<file path="config.mk">
export PLATFORM = sky130hd
export DESIGN_NAME = pin_event_bank
export DESIGN_NICKNAME = d
export VERILOG_FILES = /design/src/rtl/pin_event_pkg.sv /design/src/rtl/pin_event_ctrl.sv /design/src/rtl/pin_event_dp.sv /design/src/rtl/pin_event_bank.sv
export SDC_FILE = /design/constraint.sdc
export NUM_CORES = 1
export LEC_CHECK = 0
export BUFFER_PORTS_ARGS = -buffer_cell sky130_fd_sc_hd__buf_2
export CAP_MARGIN = 5
export CORE_ASPECT_RATIO = 0.75
export CORE_MARGIN = 3
export CORE_UTILIZATION = 45
export CTS_BUF_LIST = sky130_fd_sc_hd__clkbuf_16
export DETAILED_ROUTE_END_ITERATION = 16
export PLACE_DENSITY_LB_ADDON = 0.3
export SLEW_MARGIN = 25
export SYNTH_ARGS = -nofsm -noshare
export SYNTH_HDL_FRONTEND = slang
export SYNTH_SLANG_ARGS = --single-unit
</file>
<file path="constraint.sdc">
create_clock -name clk -period 1.5 [get_ports clk]
set_clock_uncertainty 0.1 [all_clocks]
set_input_delay 0.15 -clock clk [delete_from_list [all_inputs] [get_ports clk]]
set_output_delay 0.15 -clock clk [all_outputs]
set_load 0.05 [all_outputs]
</file>
<file path="src/rtl/pin_event_pkg.sv">
package pin_event_pkg;

  localparam int REG_ADDR_W = 3;

  localparam logic [REG_ADDR_W-1:0] OFS_STATUS = 3'd0;
  localparam logic [REG_ADDR_W-1:0] OFS_RISE   = 3'd1;
  localparam logic [REG_ADDR_W-1:0] OFS_FALL   = 3'd2;
  localparam logic [REG_ADDR_W-1:0] OFS_HIGH   = 3'd3;
  localparam logic [REG_ADDR_W-1:0] OFS_LOW    = 3'd4;

  // mask slot order inside the datapath
  localparam int MASK_RISE = 0;
  localparam int MASK_FALL = 1;
  localparam int MASK_HIGH = 2;
  localparam int MASK_LOW  = 3;
  localparam int MASK_KINDS = 4;

  typedef struct packed {
    logic clrStatus;
    logic ldLow;
    logic ldHigh;
    logic ldFall;
    logic ldRise;
  } regStrobes_t;

  typedef enum logic [2:0] {
    RD_NONE,
    RD_STATUS,
    RD_RISE,
    RD_FALL,
    RD_HIGH,
    RD_LOW
  } rdSel_e;

endpackage

</file>
<file path="src/rtl/pin_event_ctrl.sv">
module pin_event_ctrl
  import pin_event_pkg::*;
(
  input  logic [REG_ADDR_W-1:0] regAddr,
  input  logic                  regWrEn,
  output regStrobes_t           strobes,
  output rdSel_e                rdSel
);

  always_comb begin
    strobes = '0;
    rdSel   = RD_NONE;
    case (regAddr)
      OFS_STATUS: begin
        rdSel = RD_STATUS;
        strobes.clrStatus = regWrEn;
      end
      OFS_RISE: begin
        rdSel = RD_RISE;
        strobes.ldRise = regWrEn;
      end
      OFS_FALL: begin
        rdSel = RD_FALL;
        strobes.ldFall = regWrEn;
      end
      OFS_HIGH: begin
        rdSel = RD_HIGH;
        strobes.ldHigh = regWrEn;
      end
      OFS_LOW: begin
        rdSel = RD_LOW;
        strobes.ldLow = regWrEn;
      end
      default: begin
        rdSel = RD_NONE;
      end
    endcase
  end

endmodule

</file>
<file path="src/rtl/pin_event_dp.sv">
module pin_event_dp
  import pin_event_pkg::*;
#(
  parameter int NUM_PINS    = 32,
  parameter int SYNC_STAGES = 2
) (
  input  logic                                 clk,
  input  logic                                 rstN,
  input  logic [NUM_PINS-1:0]                  pinIn,
  input  regStrobes_t                          strobes,
  input  rdSel_e                               rdSel,
  input  logic [NUM_PINS-1:0]                  wrData,
  output logic [NUM_PINS-1:0]                  rdData,
  output logic [NUM_PINS-1:0]                  statusVec,
  output logic [NUM_PINS-1:0]                  eventVec,
  output logic [MASK_KINDS-1:0][NUM_PINS-1:0]  maskVec
);

  localparam int LAST_STAGE = SYNC_STAGES - 1;

  // input synchroniser, a chain of SYNC_STAGES flops per pin
  logic [SYNC_STAGES-1:0][NUM_PINS-1:0] syncChain;
  logic [NUM_PINS-1:0] syncNow;
  logic [NUM_PINS-1:0] prevQ;

  always_ff @(posedge clk or negedge rstN) begin
    if (!rstN) begin
      syncChain <= '0;
    end else begin
      syncChain[0] <= pinIn;
      for (int s = 1; s < SYNC_STAGES; s++) begin
        syncChain[s] <= syncChain[s-1];
      end
    end
  end

  assign syncNow = syncChain[LAST_STAGE];

  always_ff @(posedge clk or negedge rstN) begin
    if (!rstN) prevQ <= '0;
    else       prevQ <= syncNow;
  end

  // four enable masks, one register each
  logic [MASK_KINDS-1:0] ldVec;
  assign ldVec = {strobes.ldLow, strobes.ldHigh, strobes.ldFall, strobes.ldRise};

  for (genvar k = 0; k < MASK_KINDS; k++) begin : g_mask
    logic [NUM_PINS-1:0] maskQ;
    always_ff @(posedge clk or negedge rstN) begin
      if (!rstN)         maskQ <= '0;
      else if (ldVec[k]) maskQ <= wrData;
    end
    assign maskVec[k] = maskQ;
  end

  // detection
  logic [NUM_PINS-1:0] riseHit;
  logic [NUM_PINS-1:0] fallHit;
  logic [NUM_PINS-1:0] clrVec;

  assign riseHit  = syncNow & ~prevQ;
  assign fallHit  = ~syncNow & prevQ;
  assign eventVec = (riseHit  & maskVec[MASK_RISE]) |
                    (fallHit  & maskVec[MASK_FALL]) |
                    (syncNow  & maskVec[MASK_HIGH]) |
                    (~syncNow & maskVec[MASK_LOW]);

  assign clrVec = wrData & {NUM_PINS{strobes.clrStatus}};

  // sticky status: a fresh event outranks a clear in the same cycle
  always_ff @(posedge clk or negedge rstN) begin
    if (!rstN) statusVec <= '0;
    else       statusVec <= (statusVec & ~clrVec) | eventVec;
  end

  always_comb begin
    case (rdSel)
      RD_STATUS: rdData = statusVec;
      RD_RISE:   rdData = maskVec[MASK_RISE];
      RD_FALL:   rdData = maskVec[MASK_FALL];
      RD_HIGH:   rdData = maskVec[MASK_HIGH];
      RD_LOW:    rdData = maskVec[MASK_LOW];
      default:   rdData = '0;
    endcase
  end

endmodule

</file>
<file path="src/rtl/pin_event_bank.sv">
module pin_event_bank
  import pin_event_pkg::*;
#(
  parameter int NUM_PINS    = 32,
  parameter int SYNC_STAGES = 2
) (
  input  logic                  clk,
  input  logic                  rstN,
  input  logic [NUM_PINS-1:0]   pinIn,
  input  logic [REG_ADDR_W-1:0] regAddr,
  input  logic                  regWrEn,
  input  logic [NUM_PINS-1:0]   regWrData,
  output logic [NUM_PINS-1:0]   regRdData,
  output logic                  irqOut
);

  regStrobes_t strobes;
  rdSel_e      rdSel;
  logic [NUM_PINS-1:0] statusVec;
  logic [NUM_PINS-1:0] eventVec;
  logic [MASK_KINDS-1:0][NUM_PINS-1:0] maskVec;

  pin_event_ctrl ctrl_i (
    .regAddr (regAddr),
    .regWrEn (regWrEn),
    .strobes (strobes),
    .rdSel   (rdSel)
  );

  pin_event_dp #(
    .NUM_PINS    (NUM_PINS),
    .SYNC_STAGES (SYNC_STAGES)
  ) dp_i (
    .clk       (clk),
    .rstN      (rstN),
    .pinIn     (pinIn),
    .strobes   (strobes),
    .rdSel     (rdSel),
    .wrData    (regWrData),
    .rdData    (regRdData),
    .statusVec (statusVec),
    .eventVec  (eventVec),
    .maskVec   (maskVec)
  );

  assign irqOut = |statusVec;

endmodule

</file>
==> flow_summary_export.csv, run 1 <==
group,metric,value,unit
synth,syn_nets,798,
timing,finalWorstPathRequiredPeriod,2200,ps
timing,rsz0062_at_grt,"true",
synth,sequential_area_share_after_synthesis,0.626,
worst_setup_path,crit_path_top_delay_cell,"sky130_fd_sc_hd__dfrtp_1",
route,detail_route.drc_violations,0,
worst_setup_path,path_class,"reg -> out",
route,antenna_left,0,
placement,place.detailed.instances,1170,
timing,whs,35.7,ps
global_routing,globalRouteTotalUtil,0.216,
worst_setup_path,worst_r2r_endpoint,"dp_i.statusVec[19]",
floorplanning,floorplan.die.height,137,um
synth,synth_warnings,0,
synth,syn-mean-instance-area,14.0,um^2
route,drt_pass1_iterations,4,
synth,synth_area,0.0102,mm^2
cts,cts_tree,"built",
synth,synthCells,728,
synth,ys_ff_latch,256,
route,drt_wl_total,26300,um
floorplanning,die_w,180,um
cells_and_area,synthToLayoutAreaGrowth,36.3,%
route,drtIter0Drc,399,
timing,fin_crit_sh,1.46,
timing,slew_headroom,0.712,
worst_setup_path,ff2ff_setup_slack,100,ps
global_routing,grt.overflow.total,0,
worst_setup_path,dominant_delay_contributor_by_cell_family_on_the_critical_path,"simple AND/OR/NAND/NOR gates",
timing,worst_pin_slew,431,ps
run_status,status,"finished, violations left",
synth,synth_top_area_frac,0.626,
worst_setup_path,path_cells,"nor4_1, nand4_1, or2_4, buf_6",
worst_setup_path,timing.critical_path.buf_inv,1,
run_status,failed_checks,"negative setup slack",
cts,clock_insertion_delay_worst_skew,530,ps
worst_setup_path,cp_max_stage_delay,420,ps
floorplanning,top_level_ports,103,
route,avgViaCountPerCell,5.40,
min_path,hold_path.class,"in -> async",
worst_setup_path,worstPathRequired,1250,ps
route,wire_per_inst,19.6,um
timing,final-setup-viol-count,33,
global_routing,maximum_number_of_pins_on_one_net_before_global_route_repair,54,
timing,final_hold_viol_count,0,
synth,synth_area_leader_cell,"sky130_fd_sc_hd__dfrtp_1",
cts,clock_tree.htree_level_count,1,
placement,port_bufs,102,
flow_run,maxCapViolCount,0,
floorplanning,die-area,0.0246,mm^2
worst_setup_path,worst-path-stages,4,
worst_setup_path,cp_max_fo,2,
placement,dp_hpwl,16500,um
timing,fmaxAchievable,455,MHz
global_routing,via_count_of_the_first_global_routing_pass,7561,
worst_setup_path,worst_setup_path_end_kind,"primary output",
cts,cts.path.max_buffers,3,
cells_and_area,nets,1100,
cts,cts.sink_count,256,
timing,postLayoutSetupSlackWorst,-696,ps
placement,dp_slack,-302,ps
cts,cts.clk_slew.worst_paths,60,ps
worst_setup_path,worstPathArrival,1950,ps
cts,cts.root.buffer_cell,"sky130_fd_sc_hd__clkbuf_16",
worst_setup_path,rr_startpoint,"dp_i.g_mask[0].maskQ[19]",
worst_setup_path,critPathLaunchType,"register",
cells_and_area,drive_above_1_share,0.415,
cells_and_area,multi_input_area,0.00360,mm^2
cells_and_area,final_util,0.629,
power,power.leakage,6.35,nW
placement,finalWeightedCongestion,0.790,
timing,drv_slew,0,
cts,cts_inserted_buffers,26,
floorplanning,floorplan.rows,47,
cells_and_area,fillerInstances,1638,
floorplanning,placeableCoreArea,0.0222,mm^2
global_routing,first_pass_grt_wire_length,42000,um
power,vdd.ir_drop.worst,0.00117,V
floorplanning,floorplan.initialDensity,0.461,
cells_and_area,final_cell_count_no_fill,1344,
cells_and_area,final-seq-area,0.00641,mm^2
synth,yosys_cell_types,29,
power,power.density_cell_area,1330,mW/mm^2
worst_setup_path,reg2regPathDepth,4,
global_routing,grt_antenna_before_repair,1,
synth,synth.area.top_cells,"sky130_fd_sc_hd__dfrtp_1 (63%), sky130_fd_sc_hd__mux2_2 (12%), sky130_fd_sc_hd__a221o_1 (6.2%)",
route,num_vias,7254,
==> sequential cells by signal, summed over array words and instances, names as in the netlist <==
name,count
dp_i.g_mask.maskQ,128
dp_i.prevQ,32
dp_i.syncChain,32
dp_i.syncNow,32
dp_i.statusVec,32
==> timing repair <==
| item | 4_1_cts | 5_1_grt |
|---|---|---|
| pin swaps | 8 | 2 |
| setup buffers | 48 | 15 |
| endpoints found under the setup margin | 33 | 33 |
| resized for setup | 86 | 1 |
| hold endpoints to repair | 448 | 0 |
| hold buffers | 65 | 0 |
==> cells in the final DEF, fill, tap and decap left out, types with 2 or more instances in the layout <==
cell                            synthesis  final
sky130_fd_sc_hd__a21oi_1               32     32
sky130_fd_sc_hd__buf_6                  3     24
sky130_fd_sc_hd__mux2i_1               31     31
sky130_fd_sc_hd__clkinv_1               0      5
sky130_fd_sc_hd__mux2_1                16     16
sky130_fd_sc_hd__dfrtp_1              256    256
sky130_fd_sc_hd__clkbuf_16              0     26
sky130_fd_sc_hd__nand2_1               33     33
sky130_fd_sc_hd__buf_2                 16     68
sky130_fd_sc_hd__a221o_2                0     30
sky130_fd_sc_hd__bufinv_16              0      2
sky130_fd_sc_hd__nand4_1                2      2
sky130_fd_sc_hd__nor3b_4                1      3
sky130_fd_sc_hd__buf_8                  0     14
sky130_fd_sc_hd__nor4_1                 8      6
sky130_fd_sc_hd__mux2_2               112    112
sky130_fd_sc_hd__dlygate4sd3_1          0     65
sky130_fd_sc_hd__clkinv_2               0      5
sky130_fd_sc_hd__buf_4                  6    129
sky130_fd_sc_hd__buf_12                 0      9
sky130_fd_sc_hd__o2bb2ai_1             31     31
sky130_fd_sc_hd__inv_1                 33     38
sky130_fd_sc_hd__a21o_1                32     32
sky130_fd_sc_hd__clkinv_8               0      2
sky130_fd_sc_hd__nor2_1                32     32
sky130_fd_sc_hd__a221o_1               63     33
sky130_fd_sc_hd__nor4_2                 0      2
==> cell type report <==
| cell class | count | share of cell area |
|---|---|---|
| Tap cell | 294 | 0.0264 |
| Inverter | 33 | 0.00889 |
| Sequential cell | 256 | 0.460 |
| Multi-Input combinational cell | 404 | 0.258 |
| Antenna cell | 1 | 0.000180 |
| Clock inverter | 21 | 0.0120 |
| Clock buffer | 26 | 0.0467 |
| Timing Repair Buffer | 309 | 0.188 |
==> synth_stat cells <==
library cell	number
sky130_fd_sc_hd__mux2_2	112
sky130_fd_sc_hd__a221o_1	63
sky130_fd_sc_hd__nand4b_1	1
sky130_fd_sc_hd__nor4bb_1	1
sky130_fd_sc_hd__clkbuf_2	1
sky130_fd_sc_hd__nand2_1	33
sky130_fd_sc_hd__buf_2	16
sky130_fd_sc_hd__mux4_2	1
sky130_fd_sc_hd__or2_2	1
sky130_fd_sc_hd__buf_6	3
sky130_fd_sc_hd__clkbuf_1	9
sky130_fd_sc_hd__mux2_1	16
sky130_fd_sc_hd__nand4_1	2
sky130_fd_sc_hd__inv_1	33
sky130_fd_sc_hd__buf_4	6
sky130_fd_sc_hd__nor2_1	32
sky130_fd_sc_hd__o21ai_0	1
sky130_fd_sc_hd__nor3b_2	2
sky130_fd_sc_hd__nor3_1	1
sky130_fd_sc_hd__nand2b_1	1
sky130_fd_sc_hd__and2_1	1
sky130_fd_sc_hd__a21oi_1	32
sky130_fd_sc_hd__nor4b_4	1
sky130_fd_sc_hd__nor3b_4	1
sky130_fd_sc_hd__o2bb2ai_1	31
sky130_fd_sc_hd__nor4_1	8
sky130_fd_sc_hd__mux2i_1	31
sky130_fd_sc_hd__a21o_1	32
sky130_fd_sc_hd__dfrtp_1	256
==> per-stage QoR <==
stage / setup TNS, ps / area [um^2] / total power [mW]
3_5_place_dp: -32660 / 11700 / 11.5
6_report: -12610 / 13900 / 18.6
4_1_cts: -13090 / 13800 / 18.5
2_1_floorplan: -3100 / 10300 / 10.5
3_3_place_gp: -29720 / 11700 / 11.5
5_1_grt: -14840 / 13900 / 19.4
==> metal layers <==
layer | track usage | vias up | wire length, um
li1 | - | 3313 | -
met1 | 0.309 | 3683 | 12200
met2 | 0.350 | 209 | 12100
met3 | 0.0340 | 49 | 1350
met4 | 0.0567 | 0 | 592
met5 | 0 | - | 0
==> worst register-to-register path: cells and delay by family, from the launching register on <==
family,cells,cell delay [ps]
compound gates,2,520
flops,1,380
buf+inv,2,270
==> worst max-delay path by stage <==
stage                            start      endpoint  slack [ps]
global placement     dp_i.statusVec[9]        irqOut        -360
CTS                  dp_i.statusVec[9]        irqOut        -730
global route         dp_i.statusVec[9]        irqOut        -750
detailed placement  dp_i.statusVec[10]        irqOut        -300
finish               dp_i.statusVec[1]        irqOut        -700
floorplan                   regAddr[1]  regRdData[0]        -110
==> cells by family (layout without fill, tap and decap cells) <==
group | after synthesis | after routing | share of synthesized area
other | 0 | 1 | 0
muxes | 160 | 160 | 0.173
AOI/OAI and AO/OA | 159 | 159 | 0.128
and+or+nand+nor | 85 | 85 | 0.0407
buffers and inverters | 68 | 389 | 0.0314
DFF | 256 | 256 | 0.626
==> report_power, final <==
group / leakage, nW / internal, mW / switching [mW]
sequential: 2.94 / 7.84 / 0.650
combinational: 2.98 / 2.14 / 1.77
clock: 0.426 / 3.51 / 2.68
No activity file was read; power rests on OpenSTA's default activity.
==> inputs of run 2 (changes only) <==
Settings changed: SETUP_SLACK_MARGIN set to 0.5.
Clock period 1.5 ns to 2.5 ns, I/O delays scaled along.
==> run 2 against run 1 <==
Against the previous run: the flow now finishes without violations; clock power shrank 34%; cell count down 6.5%; sequential power is 40% lower; routed wire length is 6.2% lower; register-to-register slack better by 1000 ps; first-iteration DRC count shrank 1.5%; power decreased by 40%; worst setup slack better by 830 ps; core utilization down 3.0 points; sequential cell count is the same; largest cell class unchanged.
==> flow_summary_export.csv, run 2 (synthesis gave the netlist of run 1 again) <==
group,metric,value,unit
worst_setup_path,worstPathArrival,2010,ps
floorplanning,floorplan.die.height,137,um
worst_setup_path,reg2regPathDepth,4,
placement,dp_hpwl,15400,um
worst_setup_path,worst_setup_path_end_kind,"primary output",
worst_setup_path,ff2ff_setup_slack,1120,ps
global_routing,maximum_number_of_pins_on_one_net_before_global_route_repair,72,
cells_and_area,synthToLayoutAreaGrowth,29.7,%
cells_and_area,largest_register_ff_count,128,
worst_setup_path,critPathLaunchType,"register",
worst_setup_path,crit_start,"dp_i.statusVec[23]",
global_routing,grt_antenna_before_repair,0,
cells_and_area,antenna_cells_inserted,0,
cells_and_area,final_util,0.598,
global_routing,globalRouteTotalUtil,0.200,
power,power.density_cell_area,844,mW/mm^2
cts,cts_inserted_buffers,26,
cells_and_area,largest-register,"dp_i.g_mask.maskQ",
route,drt_wl_total,24700,um
floorplanning,floorplan.rows,47,
floorplanning,top_level_ports,103,
cells_and_area,layout_commonest_cell,"sky130_fd_sc_hd__dfrtp_1",
global_routing,first_pass_grt_wire_length,39200,um
worst_setup_path,setup.worst_path.end,"irqOut",
cts,clock_tree.htree_level_count,1,
power,post-layout-total-power,11.2,mW
run_status,status,"finished clean",
cts,cts.root.buffer_cell,"sky130_fd_sc_hd__clkbuf_16",
worst_setup_path,cp_max_fo,3,
timing,final_hold_viol_count,0,
floorplanning,die-area,0.0246,mm^2
cts,clock_insertion_delay_worst_skew,530,ps
floorplanning,die_w,180,um
timing,finalWorstPathRequiredPeriod,2360,ps
cells_and_area,final_cell_count_no_fill,1257,
cells_and_area,drive_above_1_share,0.336,
global_routing,via_count_of_the_first_global_routing_pass,6982,
floorplanning,placeableCoreArea,0.0222,mm^2
worst_setup_path,path_class,"reg -> out",
min_path,hold_path.class,"in -> async",
timing,final-setup-viol-count,0,
timing,drv_slew,0,
cts,cts.sink_count,256,
timing,finalSetupTns,0,ps
timing,slew_headroom,0.685,
worst_setup_path,worst_r2r_endpoint,"dp_i.statusVec[11]",
timing,rsz0062_at_grt,"true",
worst_setup_path,rr_startpoint,"dp_i.g_mask[0].maskQ[11]",
cells_and_area,final_cell_mix,"sky130_fd_sc_hd__dfrtp_1 (256), sky130_fd_sc_hd__mux2_2 (112), sky130_fd_sc_hd__buf_2 (67)",
cts,cts.clk_slew.worst_paths,60,ps
worst_setup_path,worstPathRequired,2150,ps
placement,port_bufs,102,
placement,finalWeightedCongestion,0.808,
power,power.leakage,5.93,nW
route,antenna_left,0,
power,vdd.ir_drop.worst,0.000530,V
route,drt_pass1_iterations,5,
global_routing,grt.overflow.total,0,
timing,worst_pin_slew,472,ps
cts,cts.path.max_buffers,3,
route,wire_per_inst,19.6,um
route,drtIter0Drc,393,
timing,fmaxAchievable,423,MHz
route,num_vias,6880,
cells_and_area,nets,1014,
timing,fin_crit_sh,0.945,
route,avgViaCountPerCell,5.47,
flow_run,maxCapViolCount,0,
floorplanning,floorplan.initialDensity,0.461,
route,detail_route.drc_violations,0,
placement,place.detailed.instances,1116,
cts,cts_tree,"built",
[run 2: metal layers]
layer | share of wire | vias to the layer above | GRT usage
li1 | - | 3130 | -
met3 | 0.042 | 34 | 0.0295
met2 | 0.47 | 173 | 0.323
met4 | 0.019 | 0 | 0.0409
met1 | 0.47 | 3543 | 0.293
met5 | 0 | - | 0
[run 2: worst max-delay path, stage by stage, from the launching register on]
cell                      delay (ps)
sky130_fd_sc_hd__dfrtp_1         430
sky130_fd_sc_hd__nor4_1          430
sky130_fd_sc_hd__nand4_1         190
sky130_fd_sc_hd__or2_4           290
sky130_fd_sc_hd__buf_6           150
[run 2: cell type report]
| class | instances | area [um^2] |
|---|---|---|
| fill | 1767 | 8910 |
| clock buffer | 26 | 651 |
| tap | 294 | 368 |
| sequential | 256 | 6410 |
| inverter | 33 | 124 |
| clock inverter | 21 | 260 |
| multi-input combinational | 404 | 3560 |
| timing repair buffer | 223 | 1890 |
[run 2: per-stage QoR]
step	hold WS [ps]	instance area (um^2)	setup WS, ps
4_1_cts	145	13100	109
6_report	157	13300	137
2_1_floorplan	-146	10200	594
5_1_grt	193	13300	72.1
3_5_place_dp	126	11200	377
3_3_place_gp	125	11200	398
[run 2: repair_timing]
| action | 4_1_cts | 5_1_grt |
|---|---|---|
| hold buffers | 65 | 0 |
| endpoints found under the setup margin | 33 | 33 |
| buffers inserted | 19 | 10 |
| pin swaps | 2 | 1 |
| gates resized for setup | 50 | 29 |
| hold endpoints to repair | 249 | 0 |
[run 2: how the worst min path moves through the flow]
stage | slack [ps] | depth (start not counted) | startpoint | end
2_1_floorplan | -150 | 0 | rstN | dp_i.g_mask[0].maskQ[0]
4_1_cts | 150 | 2 | rstN | dp_i.syncNow[14]
6_report | 160 | 2 | rstN | dp_i.syncNow[25]
5_1_grt | 190 | 2 | rstN | dp_i.syncNow[25]
3_5_place_dp | 130 | 1 | rstN | dp_i.syncNow[25]
3_3_place_gp | 120 | 1 | rstN | dp_i.statusVec[22]
[run 2: power by group]
group	internal [mW]	switching [mW]
clock network	2.43	1.63
logic	1.04	0.948
registers	4.71	0.424
total	8.18	3.00
==> inputs of run 3 (changes only) <==
Settings changed: ABC_AREA set to 1.
==> run 3 against run 2 <==
Against the previous run: clock power is 5% lower; critical endpoint unchanged; synthesized cell count increased by 78%; cell count up 43%; critical path type unchanged; global-route usage increased by 1.9 points; die area is 4.9% higher.
==> flow_summary_export.csv, run 3 <==
group,metric,value,unit
synth,yosys_cell_types,20,
cts,cts_inserted_buffers,26,
min_path,worstHoldStart,"regWrEn",
worst_setup_path,worstPathRequired,2150,ps
cts,clock_insertion_delay_worst_skew,520,ps
worst_setup_path,worst_setup_path_end_kind,"primary output",
cells_and_area,final_cell_mix,"sky130_fd_sc_hd__nand2_1 (399), sky130_fd_sc_hd__dfrtp_1 (256), sky130_fd_sc_hd__inv_1 (167)",
timing,final-setup-viol-count,0,
floorplanning,die-area,0.0258,mm^2
power,power.density_cell_area,787,mW/mm^2
power,vdd.ir_drop.worst,0.000467,V
cells_and_area,fillerInstances,2068,
worst_setup_path,crit_path_top_delay_cell,"sky130_fd_sc_hd__dfrtp_1",
placement,detailed_place.area,0.0117,mm^2
cts,cts.clk_slew.worst_paths,60,ps
cells_and_area,largest_register_ff_count,128,
placement,dp_hpwl,17800,um
synth,synth_warnings,0,
worst_setup_path,timing.critical_path.mode_cell,"sky130_fd_sc_hd__nand2_2",
worst_setup_path,critPathLaunchType,"register",
timing,slew_headroom,0.612,
timing,finalSetupTns,0,ps
floorplanning,die_w,184,um
global_routing,grt_antenna_before_repair,1,
floorplanning,floorplan.rows,48,
timing,worst_pin_slew,583,ps
route,drtIter0Drc,751,
synth,ys_ff_latch,256,
cells_and_area,largest-register,"dp_i.g_mask.maskQ",
timing,final_hold_viol_count,0,
cts,cts.sink_count,256,
placement,finalWeightedCongestion,0.824,
power,power.leakage,6.83,nW
route,num_vias,8922,
synth,syn-mean-instance-area,8.28,um^2
timing,drv_slew,0,
cells_and_area,layout_commonest_cell,"sky130_fd_sc_hd__nand2_1",
synth,synth-main-ff-cell,"sky130_fd_sc_hd__dfrtp_1",
synth,synth_area,0.0107,mm^2
worst_setup_path,worstPathArrival,1660,ps
route,avgViaCountPerCell,4.96,
cells_and_area,antenna_cells_inserted,0,
route,wire_per_inst,15.7,um
cts,cts.root.buffer_cell,"sky130_fd_sc_hd__clkbuf_16",
floorplanning,placeableCoreArea,0.0232,mm^2
synth,library_cell_with_the_highest_instance_count_after_synthesis,"sky130_fd_sc_hd__nand2_1",
synth,netlist_top_cells_count,"sky130_fd_sc_hd__nand2_1 (401), sky130_fd_sc_hd__dfrtp_1 (256), sky130_fd_sc_hd__inv_1 (167), sky130_fd_sc_hd__nor2_1 (147), sky130_fd_sc_hd__o21ai_0 (147)",
worst_setup_path,rr_startpoint,"dp_i.g_mask[2].maskQ[29]",
global_routing,via_count_of_the_first_global_routing_pass,8613,
worst_setup_path,path_cells,"nor2_2, and2_4, nand2_2, nor2_4, nand2_2, buf_8",
timing,fmaxAchievable,497,MHz
worst_setup_path,crit_start,"dp_i.statusVec[4]",
placement,place.detailed.instances,1677,
cts,cts.path.max_buffers,3,
min_path,hold_path.class,"in -> reg",
synth,synth_top_area_frac,0.596,
global_routing,maximum_number_of_pins_on_one_net_before_global_route_repair,73,
worst_setup_path,dominant_delay_contributor_by_cell_family_on_the_critical_path,"simple AND/OR/NAND/NOR gates",
floorplanning,top_level_ports,103,
floorplanning,floorplan.die.height,140,um
synth,synth-edff-count,0,
floorplanning,floorplan.initialDensity,0.462,
timing,finalWorstPathRequiredPeriod,2010,ps
cts,cts_tree,"built",
route,antenna_left,0,
worst_setup_path,timing.critical_path.buf_inv,1,
global_routing,globalRouteTotalUtil,0.219,
cells_and_area,drive_above_1_share,0.131,
route,drt_wl_total,28100,um
cells_and_area,nets,1547,
synth,synth_area_leader_cell,"sky130_fd_sc_hd__dfrtp_1",
cells_and_area,final_cell_count_no_fill,1797,
cells_and_area,synthToLayoutAreaGrowth,23.9,%
worst_setup_path,cp_max_stage_delay,410,ps
run_status,status,"finished clean",
worst_setup_path,cp_max_fo,3,
synth,async_reset_ff_frac,1.00,
global_routing,first_pass_grt_wire_length,45700,um
cts,clock_tree.htree_level_count,1,
global_routing,grt.overflow.total,0,
route,drt_pass1_iterations,5,
flow_run,maxCapViolCount,0,
synth,syn_nets,1368,
synth,synthCells,1298,
cells_and_area,final_util,0.573,
synth,sequential_area_share_after_synthesis,0.596,
timing,rsz0062_at_grt,"true",
synth,synth.area.top_cells,"sky130_fd_sc_hd__dfrtp_1 (60%), sky130_fd_sc_hd__nand2_1 (14%), sky130_fd_sc_hd__o21ai_0 (6.8%)",
worst_setup_path,path_class,"reg -> out",
timing,fin_crit_sh,0.804,
cells_and_area,fin_area,0.0133,mm^2
route,detail_route.drc_violations,0,
placement,port_bufs,102,
-- run 3: changes by cell type in the layout (fill, tap and decap cells not counted), sizes merged, moves of 21 or more --
cell,before,now
mux2i,31,0
o21ai,1,148
o22ai,0,31
a21oi,32,0
inv,35,173
a21o,32,0
a221o,63,0
mux2,128,0
buf,158,137
nand3,0,86
nand2,33,401
o2bb2ai,31,0
nor2,32,151
-- run 3: logic make-up (layout without fill, tap and decap cells) --
group	after synthesis	in the layout	synth area share
AOI/OAI and AO/OA	180	180	0.0877
DFF	256	256	0.596
buffers and inverters	220	419	0.0783
and+or+nand+nor	642	642	0.238
-- run 3: area by class of cell --
type | count | area, um^2 | share of cell area
Timing Repair Buffer | 203 | 1520 | 0.114
Tap cell | 300 | 375 | 0.0282
Clock buffer | 27 | 676 | 0.0508
Sequential cell | 256 | 6410 | 0.481
Multi-Input combinational cell | 822 | 3530 | 0.265
Clock inverter | 21 | 173 | 0.0130
Inverter | 168 | 631 | 0.0474
-- run 3: stage by stage --
stage	total power, mW	worst slack, ps	hold WS [ps]
2_1_floorplan	6.00	724	-146
3_3_place_gp	6.53	642	167
3_5_place_dp	6.57	622	171
4_1_cts	10.6	490	163
5_1_grt	11.0	455	194
6_report	10.5	489	193
-- run 3: what timing repair did --
item	4_1_cts	5_1_grt
setup endpoints to repair	1	7
setup buffers	2	5
hold buffers	65	0
pin swaps	2	7
endpoints found under the hold margin	260	0
resized for setup	9	12
-- run 3: routing by layer --
metal  vias up  GRT usage  part of all wire
met2       275      0.339              0.44
met5         -          0           0.00046
met3        39     0.0329             0.060
met4         2     0.0437             0.017
met1      4213      0.332              0.48
li1       4393          -                 -
-- run 3: worst min-delay path: cells and delay by family --
family / cells / cell delay (ps)
and+or+nand+nor: 2 / 160
buffers and inverters: 2 / 300
AOI/OAI and AO/OA: 1 / 70
-- run 3: power by group --
part / switching [mW] / leakage, nW / total, mW / internal (mW)
combinational: 1.10 / 3.40 / 1.66 / 0.568
clock: 1.61 / 0.435 / 3.87 / 2.26
sequential: 0.303 / 3.00 / 4.94 / 4.64
total: 3.01 / 6.83 / 10.5 / 7.46
-- run 3: worst paths after layout --
path,slack [ps],cells after the start,end
setup / recovery,490,6,irqOut
hold / removal,190,5,dp_i.g_mask[2].maskQ[22]
setup reg to reg,1490,4,dp_i.statusVec[29]
hold reg to reg,250,0,dp_i.syncNow[10]
max in group asynchronous,1330,3,dp_i.syncNow[10]
min in group asynchronous,200,2,dp_i.syncChain[7]
